--- config.mk ---
export PLATFORM = sky130hd
export DESIGN_NAME = apb_requester
export DESIGN_NICKNAME = d
export VERILOG_FILES = /design/src/rtl/apb_req_pkg.sv /design/src/rtl/apb_req_ctrl.sv /design/src/rtl/apb_req_dp.sv /design/src/rtl/apb_requester.sv
export SDC_FILE = /design/constraint.sdc
export NUM_CORES = 1
export LEC_CHECK = 0
export BUFFER_PORTS_ARGS = -buffer_cell sky130_fd_sc_hd__buf_2
export CAP_MARGIN = 20
export CELL_PAD_IN_SITES_DETAIL_PLACEMENT = 1
export CELL_PAD_IN_SITES_GLOBAL_PLACEMENT = 1
export CORE_MARGIN = 10
export CORE_UTILIZATION = 35
export DETAILED_ROUTE_END_ITERATION = 10
export PLACE_DENSITY_LB_ADDON = 0.1
export SLEW_MARGIN = 20
export SYNTH_ARGS = -nofsm -noshare
export SYNTH_HDL_FRONTEND = slang
export SYNTH_SLANG_ARGS = --single-unit
--- constraint.sdc ---
create_clock -name clk -period 1.75 [get_ports clk]
set_input_delay 0.35 -clock clk [delete_from_list [all_inputs] [get_ports clk]]
set_output_delay 0.35 -clock clk [all_outputs]
set_load 0.01 [all_outputs]
--- src/rtl/apb_req_pkg.sv ---
package apb_req_pkg;

  typedef enum logic [1:0] {
    PH_IDLE   = 2'd0,
    PH_SETUP  = 2'd1,
    PH_ACCESS = 2'd2
  } phase_e;

  // strobes from control to datapath
  typedef struct packed {
    logic load;    // capture command, raise select
    logic finish;  // ready seen in access phase
    logic abort;   // wait limit reached
  } dp_ctl_t;

endpackage

--- src/rtl/apb_req_ctrl.sv ---
module apb_req_ctrl
  import apb_req_pkg::*;
#(
  parameter int WAIT_LIMIT = 100,
  parameter bit WDOG_EN    = 1'b1
) (
  input  logic    clk,
  input  logic    rstN,
  input  logic    cmdValid,
  input  logic    busReady,
  output logic    cmdReady,
  output logic    busEnable,
  output dp_ctl_t dpCtl
);

  localparam int CNT_W = $clog2(WAIT_LIMIT + 1);

  phase_e           state;
  phase_e           stateNext;
  logic [CNT_W-1:0] waitCnt;
  logic             abortHit;

  assign cmdReady  = (state == PH_IDLE);
  assign busEnable = (state == PH_ACCESS);

  generate
    if (WDOG_EN) begin : g_wdog
      always_ff @(posedge clk or negedge rstN) begin
        if (!rstN)
          waitCnt <= '0;
        else if (state != PH_ACCESS || busReady || abortHit)
          waitCnt <= '0;
        else
          waitCnt <= waitCnt + 1'b1;
      end
      assign abortHit = (state == PH_ACCESS) && !busReady &&
                        (waitCnt == CNT_W'(WAIT_LIMIT - 1));

      // the counter never passes the limit inside an access phase
      a_r8_wait_bounded: assert property (@(posedge clk) disable iff (!rstN)
        (state == PH_ACCESS) |-> (waitCnt < CNT_W'(WAIT_LIMIT)));
    end else begin : g_nowdog
      assign waitCnt  = '0;
      assign abortHit = 1'b0;
    end
  endgenerate

  always_comb begin
    dpCtl.load   = (state == PH_IDLE) && cmdValid;
    dpCtl.finish = (state == PH_ACCESS) && busReady;
    dpCtl.abort  = abortHit;
  end

  always_comb begin
    stateNext = state;
    unique case (state)
      PH_IDLE:   if (cmdValid) stateNext = PH_SETUP;
      PH_SETUP:  stateNext = PH_ACCESS;
      PH_ACCESS: if (busReady || abortHit) stateNext = PH_IDLE;
      default:   stateNext = PH_IDLE;
    endcase
  end

  always_ff @(posedge clk or negedge rstN) begin
    if (!rstN) state <= PH_IDLE;
    else       state <= stateNext;
  end

  // a new command is only taken from idle
  a_r10_load_idle_only: assert property (@(posedge clk) disable iff (!rstN)
    dpCtl.load |=> (state == PH_SETUP));

endmodule

--- src/rtl/apb_req_dp.sv ---
module apb_req_dp
  import apb_req_pkg::*;
#(
  parameter int ADDR_W  = 32,
  parameter int DATA_W  = 32,
  parameter int NUM_TGT = 16,
  parameter int SEL_LSB = 12,
  parameter bit ERR_EN  = 1'b1
) (
  input  logic                  clk,
  input  logic                  rstN,
  input  dp_ctl_t               dpCtl,
  input  logic [ADDR_W-1:0]     cmdAddr,
  input  logic                  cmdWrite,
  input  logic [DATA_W-1:0]     cmdWdata,
  input  logic [DATA_W/8-1:0]   cmdStrb,
  input  logic [2:0]            cmdProt,
  input  logic [DATA_W-1:0]     busRdata,
  input  logic                  busSlvErr,
  output logic [NUM_TGT-1:0]    busSel,
  output logic [ADDR_W-1:0]     busAddr,
  output logic                  busWrite,
  output logic [DATA_W-1:0]     busWdata,
  output logic [DATA_W/8-1:0]   busStrb,
  output logic [2:0]            busProt,
  output logic                  rspValid,
  output logic [DATA_W-1:0]     rspRdata,
  output logic                  rspErr,
  output logic                  rspTimeout
);

  localparam int SEL_W  = $clog2(NUM_TGT);
  localparam int STRB_W = DATA_W / 8;

  logic [SEL_W-1:0]   tgtIdx;
  logic [NUM_TGT-1:0] decSel;
  logic               errSample;

  assign tgtIdx = cmdAddr[SEL_LSB +: SEL_W];

  generate
    for (genvar i = 0; i < NUM_TGT; i++) begin : g_dec
      assign decSel[i] = (tgtIdx == SEL_W'(i));
    end
    if (ERR_EN) begin : g_err
      assign errSample = busSlvErr;
    end else begin : g_noerr
      assign errSample = 1'b0;
    end
  endgenerate

  // bus side command registers
  always_ff @(posedge clk or negedge rstN) begin
    if (!rstN) begin
      busSel   <= '0;
      busAddr  <= '0;
      busWrite <= 1'b0;
      busWdata <= '0;
      busStrb  <= '0;
      busProt  <= '0;
    end else if (dpCtl.load) begin
      busSel   <= decSel;
      busAddr  <= cmdAddr;
      busWrite <= cmdWrite;
      busWdata <= cmdWdata;
      busStrb  <= cmdWrite ? cmdStrb : STRB_W'(0);
      busProt  <= cmdProt;
    end else if (dpCtl.finish || dpCtl.abort) begin
      busSel   <= '0;
    end
  end

  // response registers
  always_ff @(posedge clk or negedge rstN) begin
    if (!rstN) begin
      rspValid   <= 1'b0;
      rspRdata   <= '0;
      rspErr     <= 1'b0;
      rspTimeout <= 1'b0;
    end else begin
      rspValid <= dpCtl.finish || dpCtl.abort;
      if (dpCtl.finish || dpCtl.abort) begin
        rspRdata   <= (dpCtl.finish && !busWrite) ? busRdata : '0;
        rspErr     <= dpCtl.finish && errSample;
        rspTimeout <= dpCtl.abort;
      end
    end
  end

  // reads never carry strobes on the bus
  a_r7_read_strb_zero: assert property (@(posedge clk) disable iff (!rstN)
    ((|busSel) && !busWrite) |-> (busStrb == '0));

  // a timeout never reports data or a completer error
  a_r8_timeout_clean: assert property (@(posedge clk) disable iff (!rstN)
    (rspValid && rspTimeout) |-> (!rspErr && rspRdata == '0));

endmodule

--- src/rtl/apb_requester.sv ---
module apb_requester
  import apb_req_pkg::*;
#(
  parameter int ADDR_W     = 32,
  parameter int DATA_W     = 32,
  parameter int NUM_TGT    = 16,
  parameter int SEL_LSB    = 12,
  parameter int WAIT_LIMIT = 100,
  parameter bit WDOG_EN    = 1'b1,
  parameter bit ERR_EN     = 1'b1
) (
  input  logic                  clk,
  input  logic                  rstN,
  input  logic                  cmdValid,
  output logic                  cmdReady,
  input  logic [ADDR_W-1:0]     cmdAddr,
  input  logic                  cmdWrite,
  input  logic [DATA_W-1:0]     cmdWdata,
  input  logic [DATA_W/8-1:0]   cmdStrb,
  input  logic [2:0]            cmdProt,
  output logic                  rspValid,
  output logic [DATA_W-1:0]     rspRdata,
  output logic                  rspErr,
  output logic                  rspTimeout,
  output logic [NUM_TGT-1:0]    busSel,
  output logic                  busEnable,
  output logic [ADDR_W-1:0]     busAddr,
  output logic                  busWrite,
  output logic [DATA_W-1:0]     busWdata,
  output logic [DATA_W/8-1:0]   busStrb,
  output logic [2:0]            busProt,
  input  logic                  busReady,
  input  logic [DATA_W-1:0]     busRdata,
  input  logic                  busSlvErr
);

  dp_ctl_t dpCtl;

  apb_req_ctrl #(
    .WAIT_LIMIT (WAIT_LIMIT),
    .WDOG_EN    (WDOG_EN)
  ) u_ctrl (
    .clk       (clk),
    .rstN      (rstN),
    .cmdValid  (cmdValid),
    .busReady  (busReady),
    .cmdReady  (cmdReady),
    .busEnable (busEnable),
    .dpCtl     (dpCtl)
  );

  apb_req_dp #(
    .ADDR_W  (ADDR_W),
    .DATA_W  (DATA_W),
    .NUM_TGT (NUM_TGT),
    .SEL_LSB (SEL_LSB),
    .ERR_EN  (ERR_EN)
  ) u_dp (
    .clk        (clk),
    .rstN       (rstN),
    .dpCtl      (dpCtl),
    .cmdAddr    (cmdAddr),
    .cmdWrite   (cmdWrite),
    .cmdWdata   (cmdWdata),
    .cmdStrb    (cmdStrb),
    .cmdProt    (cmdProt),
    .busRdata   (busRdata),
    .busSlvErr  (busSlvErr),
    .busSel     (busSel),
    .busAddr    (busAddr),
    .busWrite   (busWrite),
    .busWdata   (busWdata),
    .busStrb    (busStrb),
    .busProt    (busProt),
    .rspValid   (rspValid),
    .rspRdata   (rspRdata),
    .rspErr     (rspErr),
    .rspTimeout (rspTimeout)
  );

  // select is one-hot or idle and never unknown
  a_r1_sel_onehot: assert property (@(posedge clk) disable iff (!rstN)
    $onehot0(busSel) && !$isunknown(busSel));

  // setup lasts exactly one cycle
  a_r3_setup_one_cycle: assert property (@(posedge clk) disable iff (!rstN)
    ((|busSel) && !busEnable) |=> busEnable);

  // select frozen while enable is high, enable needs select
  a_r4_sel_stable: assert property (@(posedge clk) disable iff (!rstN)
    busEnable |-> $stable(busSel));
  a_r4_enable_needs_sel: assert property (@(posedge clk) disable iff (!rstN)
    !(|busSel) |-> !busEnable);

  // ready in access ends the transfer on the next cycle
  a_r5_end_after_ready: assert property (@(posedge clk) disable iff (!rstN)
    (busEnable && busReady) |=> (!busEnable && !(|busSel) && rspValid));
  a_r5_rsp_single: assert property (@(posedge clk) disable iff (!rstN)
    rspValid |=> !rspValid);

  // bus fields held through the access phase
  a_r6_fields_hold: assert property (@(posedge clk) disable iff (!rstN)
    busEnable |-> ($stable(busAddr) && $stable(busWrite) && $stable(busWdata) &&
                   $stable(busStrb) && $stable(busProt)));

endmodule

==> results of run 1 <==
-- routing by layer --
layer | vias to the layer above | wire [um] | global-route usage
met5 | - | 0 | 0
met4 | 0 | 421 | 0.0699
met3 | 24 | 1530 | 0.0711
met2 | 152 | 8540 | 0.289
met1 | 2162 | 6780 | 0.189
li1 | 2079 | - | -
-- worst register-to-register path, delay by kind of cell (launching register included) --
family,cells,cell delay [ns]
AO/OA/AOI/OAI,1,0.18
AND/OR/NAND/NOR,2,0.60
flip-flops,1,0.37
buffers and inverters,3,0.47
-- final cells by class --
cell class | instances | area [sq um]
Antenna cell | 1 | 2.50
Clock buffer | 24 | 472
Clock inverter | 6 | 55.1
Fill cell | 1659 | 7330
Inverter | 4 | 15.0
Multi-Input combinational cell | 314 | 1680
Sequential cell | 132 | 3300
Tap cell | 184 | 230
Timing Repair Buffer | 251 | 1390
-- power groups by stage --
stage	Sequential [mW]	Clock, mW	Combinational [mW]
after floorplan	5.41	0	1.71
after global placement	4.83	0	4.32
after detailed placement	4.90	0	4.46
after CTS	4.87	3.32	4.49
after global routing	5.00	3.47	4.87
final	4.85	3.22	4.39
-- cell families after synthesis --
logic type	after synthesis	synth area share
and+or+nand+nor	250	0.206
DFF	132	0.640
AOI/OAI and AO/OA	59	0.108
buffers and inverters	32	0.0366
xor gates and xnor gates	3	0.00509
muxes	1	0.00218
adders and majority gates	1	0.00242
-- synthesized netlist by cell type (2+ instances only) --
cell type,count,area (sq um)
dfrtp_1,132,3300
or3_1,2,12.5
nor2_1,8,30.0
buf_6,4,45.0
inv_1,3,11.3
nor2b_1,3,18.8
nand2_1,216,811
a22o_1,6,52.6
nand3_1,6,30.0
a21oi_1,4,20.0
buf_4,6,45.0
a32o_1,34,340
buf_2,13,65.1
o21ai_0,3,15.0
clkbuf_1,5,18.8
o2bb2ai_1,8,70.1
xor2_1,2,17.5
nand2b_1,2,12.5
-- worst paths after layout --
check / endpoint / cells past startpoint
min: u_dp.busAddr[1] / 3
max reg2reg: u_dp.busSel[7] / 6
max in group asynchronous: u_dp.busAddr[25] / 3
min reg2reg: u_ctrl.waitCnt[0] / 1
min in group asynchronous: u_dp.busWdata[13] / 2
max: u_dp.busSel[7] / 6
-- stage by stage --
step	total power, mW	hold WS (ns)	utilization
after floorplan	7.12	0.0544	-
final	12.5	0.129	0.494
after global placement	9.15	0.345	0.455
after detailed placement	9.36	0.345	0.455
after CTS	12.7	0.106	0.493
after global routing	13.3	0.113	0.494
-- sequential cells by signal, indices dropped and copies added, names as in the netlist --
register         cells
u_dp.busSel         16
u_dp.rspTimeout      1
u_dp.busProt         3
u_dp.busAddr        32
u_dp.rspErr          1
u_dp.busWdata       32
u_ctrl.state         2
u_dp.rspValid        1
u_dp.busWrite        1
u_dp.busStrb         4
u_ctrl.waitCnt       7
u_dp.rspRdata       32
-- what timing repair did --
item / CTS / global route
hold endpoints to repair: 27 / 0
buffers inserted: 0 / 1
pin swaps: 0 / 2
resized for setup: 2 / 2
setup endpoints to repair: 1 / 7
hold buffers: 1 / 0
==> impl_metrics.json, run 1 <==
{
  "mostFrequentLayoutCell": "buf_2",
  "finalWorstSetupSlack_ns": 0.0438,
  "clock_latency_ns": 0.41,
  "dp_slack_ns": 0.0164,
  "via_per_inst": 4.82,
  "place_inst": 883,
  "grt_setup_unrepaired": "true",
  "synth.avg_cell_area_sq_um": 10.8,
  "worst_pin_slew_ns": 0.725,
  "finalHoldViolCount": 0,
  "critPathMaxFanout": 32,
  "drive_gt1_frac": 0.399,
  "hold_class": "in2reg",
  "stdcell_count": 916,
  "fp.dieH_um": 141,
  "required_ns": 2.08,
  "max_stage_delay_ns": 0.44,
  "syn_inst": 478,
  "cts_tree": "done",
  "syn-num-nets": 588,
  "root_buffer": "clkbuf_16",
  "overflow": 0,
  "port_buffers": 233,
  "max_slew_margin": 0.516,
  "core_area_sq_um": 14500,
  "numClockSinks": 132,
  "final_cell_mix": "buf_2, nand2_1, dfrtp_1",
  "p_int_mw": 8.04,
  "syn_to_final_growth_pct": 38.5,
  "grt_max_degree": 40,
  "place_area_sq_um": 6590,
  "irDropWorstVdd_uv": 717,
  "clock_path_buffers": 2,
  "endpoint_kind": "flop",
  "setup_viol": 0,
  "yosysSeqAreaShare": 0.640,
  "netSwitchingPower_mw": 4.42,
  "drc": 0,
  "nets": 830,
  "vias": 4417,
  "cp_data_arrival_time_ns": 2.04,
  "track_usage": 0.172,
  "drv_cap": 0,
  "fmax_ghz": 0.586,
  "ys_types": 39,
  "dp_hpwl_mm": 13.1,
  "numCtsBuffers": 17,
  "p_leak_nw": 4.00,
  "switching_share": 0.355,
  "p_per_area_nw_per_um2": 1740,
  "wire_per_inst_um": 18.9,
  "yosys_warnings": 0,
  "path_buf_inv": 3,
  "critPathLaunch": "u_ctrl.state[0]",
  "tns_ns": 0,
  "min_period_ns": 1.71,
  "ys_async_sr_fraction": 1.00,
  "worstSetupPathType": "reg2reg",
  "antenna_found_initial": 1,
  "drt-total-wl_mm": 17.3,
  "cp_slowest_cell": "or3b_4",
  "cts_max_level": 4,
  "syn_area_sq_um": 5160,
  "fin_skew_ns": 0.00673,
  "p_comb_frac": 0.352,
  "drt_iter0_markers": 201,
  "path_clk_slew_ns": 0.06,
  "initial_utilization": 0.356,
  "worstPathCellList": "buf_4, or3b_4, inv_2, buf_12, nand3_2, o2bb2ai_1",
  "dieArea_sq_um": 20000,
  "grt_pass1_vias": 4899,
  "ys.flop_type": "dfrtp_1",
  "rows": 44,
  "fin_crit_sh": 0.975,
  "finalInstanceArea_sq_um": 7150,
  "dieWidth_um": 141,
  "grt_pass1_wl_mm": 27.2,
  "rrSetupSlack_ns": 0.04,
  "path_delay_family": "simple AND/OR/NAND/NOR gates",
  "synth_edf_count": 0,
  "pwr-share-clk": 0.259,
  "start_kind": "flop",
  "gp_congestion": 0.774,
  "slew_violations": 0,
  "hp-start": "cmdAddr[1]",
  "io_pins": 234,
  "pwr-share-seq": 0.389,
  "first_pass_iters": 4,
  "antenna_left": 0,
  "ys_ff_latch": 132,
  "r2r_start": "u_ctrl.state[0]",
  "status": "finished, final reports clean"
}
Power figures use the tool's default switching activity.
==> inputs of run 2 (changes only) <==
--- a/config.mk
+++ b/config.mk
@@ -5,12 +5,14 @@
 export SDC_FILE = /design/constraint.sdc
 export NUM_CORES = 1
 export LEC_CHECK = 0
+export ABC_AREA = 1
 export BUFFER_PORTS_ARGS = -buffer_cell sky130_fd_sc_hd__buf_2
 export CAP_MARGIN = 20
 export CELL_PAD_IN_SITES_DETAIL_PLACEMENT = 1
 export CELL_PAD_IN_SITES_GLOBAL_PLACEMENT = 1
+export CORE_ASPECT_RATIO = 0.6
 export CORE_MARGIN = 10
-export CORE_UTILIZATION = 35
+export CORE_UTILIZATION = 34
 export DETAILED_ROUTE_END_ITERATION = 10
 export PLACE_DENSITY_LB_ADDON = 0.1
 export SLEW_MARGIN = 20
==> run 2 against run 1 <==
  * Sequential power rose by 0.8%
  * Hold slack better by 0.016 ns
  * Cell count rose by 13%
  * Synthesized area is 2.0% higher
  * Synthesized cell count up 22%
  * Non-clock buffer count decreased by 3
  * Critical path type is now reg2out
==> impl_metrics.json, run 2 <==
{
  "status": "finished, final reports clean",
  "r2r_start": "u_ctrl.state[0]",
  "syn_inst": 582,
  "finalHoldWorstSlack_ns": 0.146,
  "syn_to_final_growth_pct": 39.0,
  "netSwitchingPower_mw": 4.61,
  "fmax_ghz": 0.646,
  "irDropWorstVdd_uv": 737,
  "min_period_ns": 1.55,
  "fp.dieH_um": 116,
  "cp_slowest_cell": "dfrtp_1",
  "port_buffers": 233,
  "numClockSinks": 132,
  "endpoint_kind": "primary output",
  "mostFrequentLayoutCell": "nand2_1",
  "synthSimpleGateAreaFrac": 0.309,
  "netlist.area_leader.share": 0.628,
  "finalHoldViolCount": 0,
  "worstPathCellList": "nor2_4, buf_2",
  "ys_ff_latch": 132,
  "core_area_sq_um": 15200,
  "worst_pin_slew_ns": 0.392,
  "overflow": 0,
  "synthAdderAreaFrac": 0.00238,
  "finalInstanceArea_sq_um": 7310,
  "drv_cap": 0,
  "max_slew_margin": 0.739,
  "cts_tree": "done",
  "cts_max_level": 4,
  "post-route-util": 0.480,
  "gp_congestion": 0.799,
  "synth_compound_area_frac": 0.0136,
  "nets": 928,
  "antenna_left": 0,
  "pwr-share-clk": 0.297,
  "cp_data_arrival_time_ns": 1.20,
  "synth.avg_cell_area_sq_um": 9.04,
  "fillers": 1853,
  "rrSetupSlack_ns": 0.21,
  "grt_pass1_wl_mm": 29.5,
  "worstSetupPathType": "reg2out",
  "syn_area_sq_um": 5260,
  "synth.area.mux_share": 0,
  "syn-num-nets": 692,
  "synth_top_area_cell": "dfrtp_1",
  "yosysSeqAreaShare": 0.628,
  "track_usage": 0.174,
  "ys_types": 23,
  "hold_class": "in2reg",
  "grt_max_degree": 54,
  "fin_crit_sh": 0.884,
  "drive_gt1_frac": 0.349,
  "reg_top3": "u_dp.busAddr: 32 flops, u_dp.busWdata: 32 flops, u_dp.rspRdata: 32 flops",
  "synth_edf_count": 0,
  "via_per_inst": 4.62,
  "setup_viol": 0,
  "p_per_area_nw_per_um2": 1760,
  "drt-total-wl_mm": 18.4,
  "drt_iter0_markers": 349,
  "drc": 0,
  "p_comb_frac": 0.324,
  "slew_violations": 0,
  "dieWidth_um": 181,
  "root_buffer": "clkbuf_16",
  "clock_path_buffers": 2,
  "final_cell_mix": "nand2_1, buf_2, dfrtp_1",
  "critPathLaunch": "u_ctrl.state[0]",
  "path_clk_slew_ns": 0.06,
  "yosys-top-cells-area": "dfrtp_1, nand2_1, nand3_1",
  "p_leak_nw": 4.24,
  "power_mw": 12.9,
  "place_area_sq_um": 6660,
  "max_stage_delay_ns": 0.45,
  "grt_pass1_vias": 5280,
  "ys_async_sr_fraction": 1.00,
  "rows": 35,
  "holdPathStages": 3,
  "critPathMaxFanout": 3,
  "synth_top_family_by_area": "simple AND/OR/NAND/NOR gates",
  "timing.rr.end": "u_dp.busWdata[22]",
  "io_pins": 234,
  "antenna_found_initial": 4,
  "r2r_cells": 6,
  "synth_most_common_cell": "nand2_1",
  "min_to": "u_dp.busAddr[7]",
  "switching_share": 0.358,
  "yosys_warnings": 0,
  "synthXorXnorAreaFrac": 0.00166,
  "hp-start": "cmdAddr[7]",
  "wire_per_inst_um": 17.7,
  "initial_utilization": 0.345,
  "ys.flop_type": "dfrtp_1",
  "start_kind": "flop",
  "dp_hpwl_mm": 13.9,
  "yosys-top-cells-count": "nand2_1, dfrtp_1, nand3_1, buf_2, nand4_1",
  "clock_latency_ns": 0.40,
  "dieArea_sq_um": 21000,
  "grt_setup_unrepaired": "false",
  "fin_skew_ns": 0.0130,
  "cts_resized": 0,
  "numCtsBuffers": 17,
  "pwr-share-seq": 0.379,
  "required_ns": 1.40,
  "vias": 4796,
  "first_pass_iters": 4,
  "p_int_mw": 8.28,
  "tns_ns": 0
}
[run 2: worst max-delay path, delay by kind of cell (launching register included)]
family | cells | cell delay, ns
buffers and inverters | 1 | 0.17
flip-flops | 1 | 0.45
AND/OR/NAND/NOR | 1 | 0.18
[run 2: repair_timing]
action	in CTS	in global routing
setup buffers	0	0
hold buffers	1	0
hold endpoints to repair	18	0
[run 2: worst max-delay path by stage]
stage                             end  slack (ns)  depth (start not counted)
floorplan            u_dp.busAddr[16]        0.47                          7
global placement    u_dp.busWdata[12]        0.30                          6
detailed placement    u_dp.busAddr[3]        0.20                          6
CTS                  u_dp.busAddr[11]        0.17                          6
global route        u_dp.busWdata[16]        0.07                          6
finish                       cmdReady        0.20                          2
[run 2: kinds of logic after synthesis]
logic type | after synthesis
AO/OA/AOI/OAI | 13
XOR/XNOR | 1
adder cells (fa/ha/maj) | 1
buffers and inverters | 42
flip-flops | 132
AND/OR/NAND/NOR | 393
[run 2: per-stage QoR]
| stage | worst slack (ns) | std cells |
|---|---|---|
| floorplan | 0.471 | 582 |
| global placement | 0.304 | 1001 |
| detailed placement | 0.205 | 1001 |
| CTS | 0.174 | 1034 |
| global route | 0.0730 | 1035 |
| finish | 0.202 | 1037 |
[run 2: layout make-up]
type,instances,area [sq um],share of cell area
multi-input combinational,408,1720,0.236
clock buffer,21,460,0.0629
inverter,11,41.3,0.00564
tap,203,254,0.0347
timing repair buffer,248,1350,0.185
antenna,3,7.51,0.00103
clock inverter,11,175,0.0239
sequential,132,3300,0.452
[run 2: power groups by stage]
stage / Sequential, mW / Combinational [mW] / Clock [mW]
finish: 4.89 / 4.17 / 3.83
global route: 5.06 / 4.72 / 4.08
CTS: 4.90 / 4.31 / 3.91
detailed placement: 4.93 / 4.29 / 0
global placement: 4.87 / 4.16 / 0
floorplan: 5.43 / 1.66 / 0
[run 2: layer usage]
metal,global-route usage,part of all wire,up-vias
met5,0,0,-
met4,0.0403,0.012,0
met3,0.0693,0.082,14
met2,0.274,0.45,175
met1,0.223,0.45,2314
li1,-,-,2293
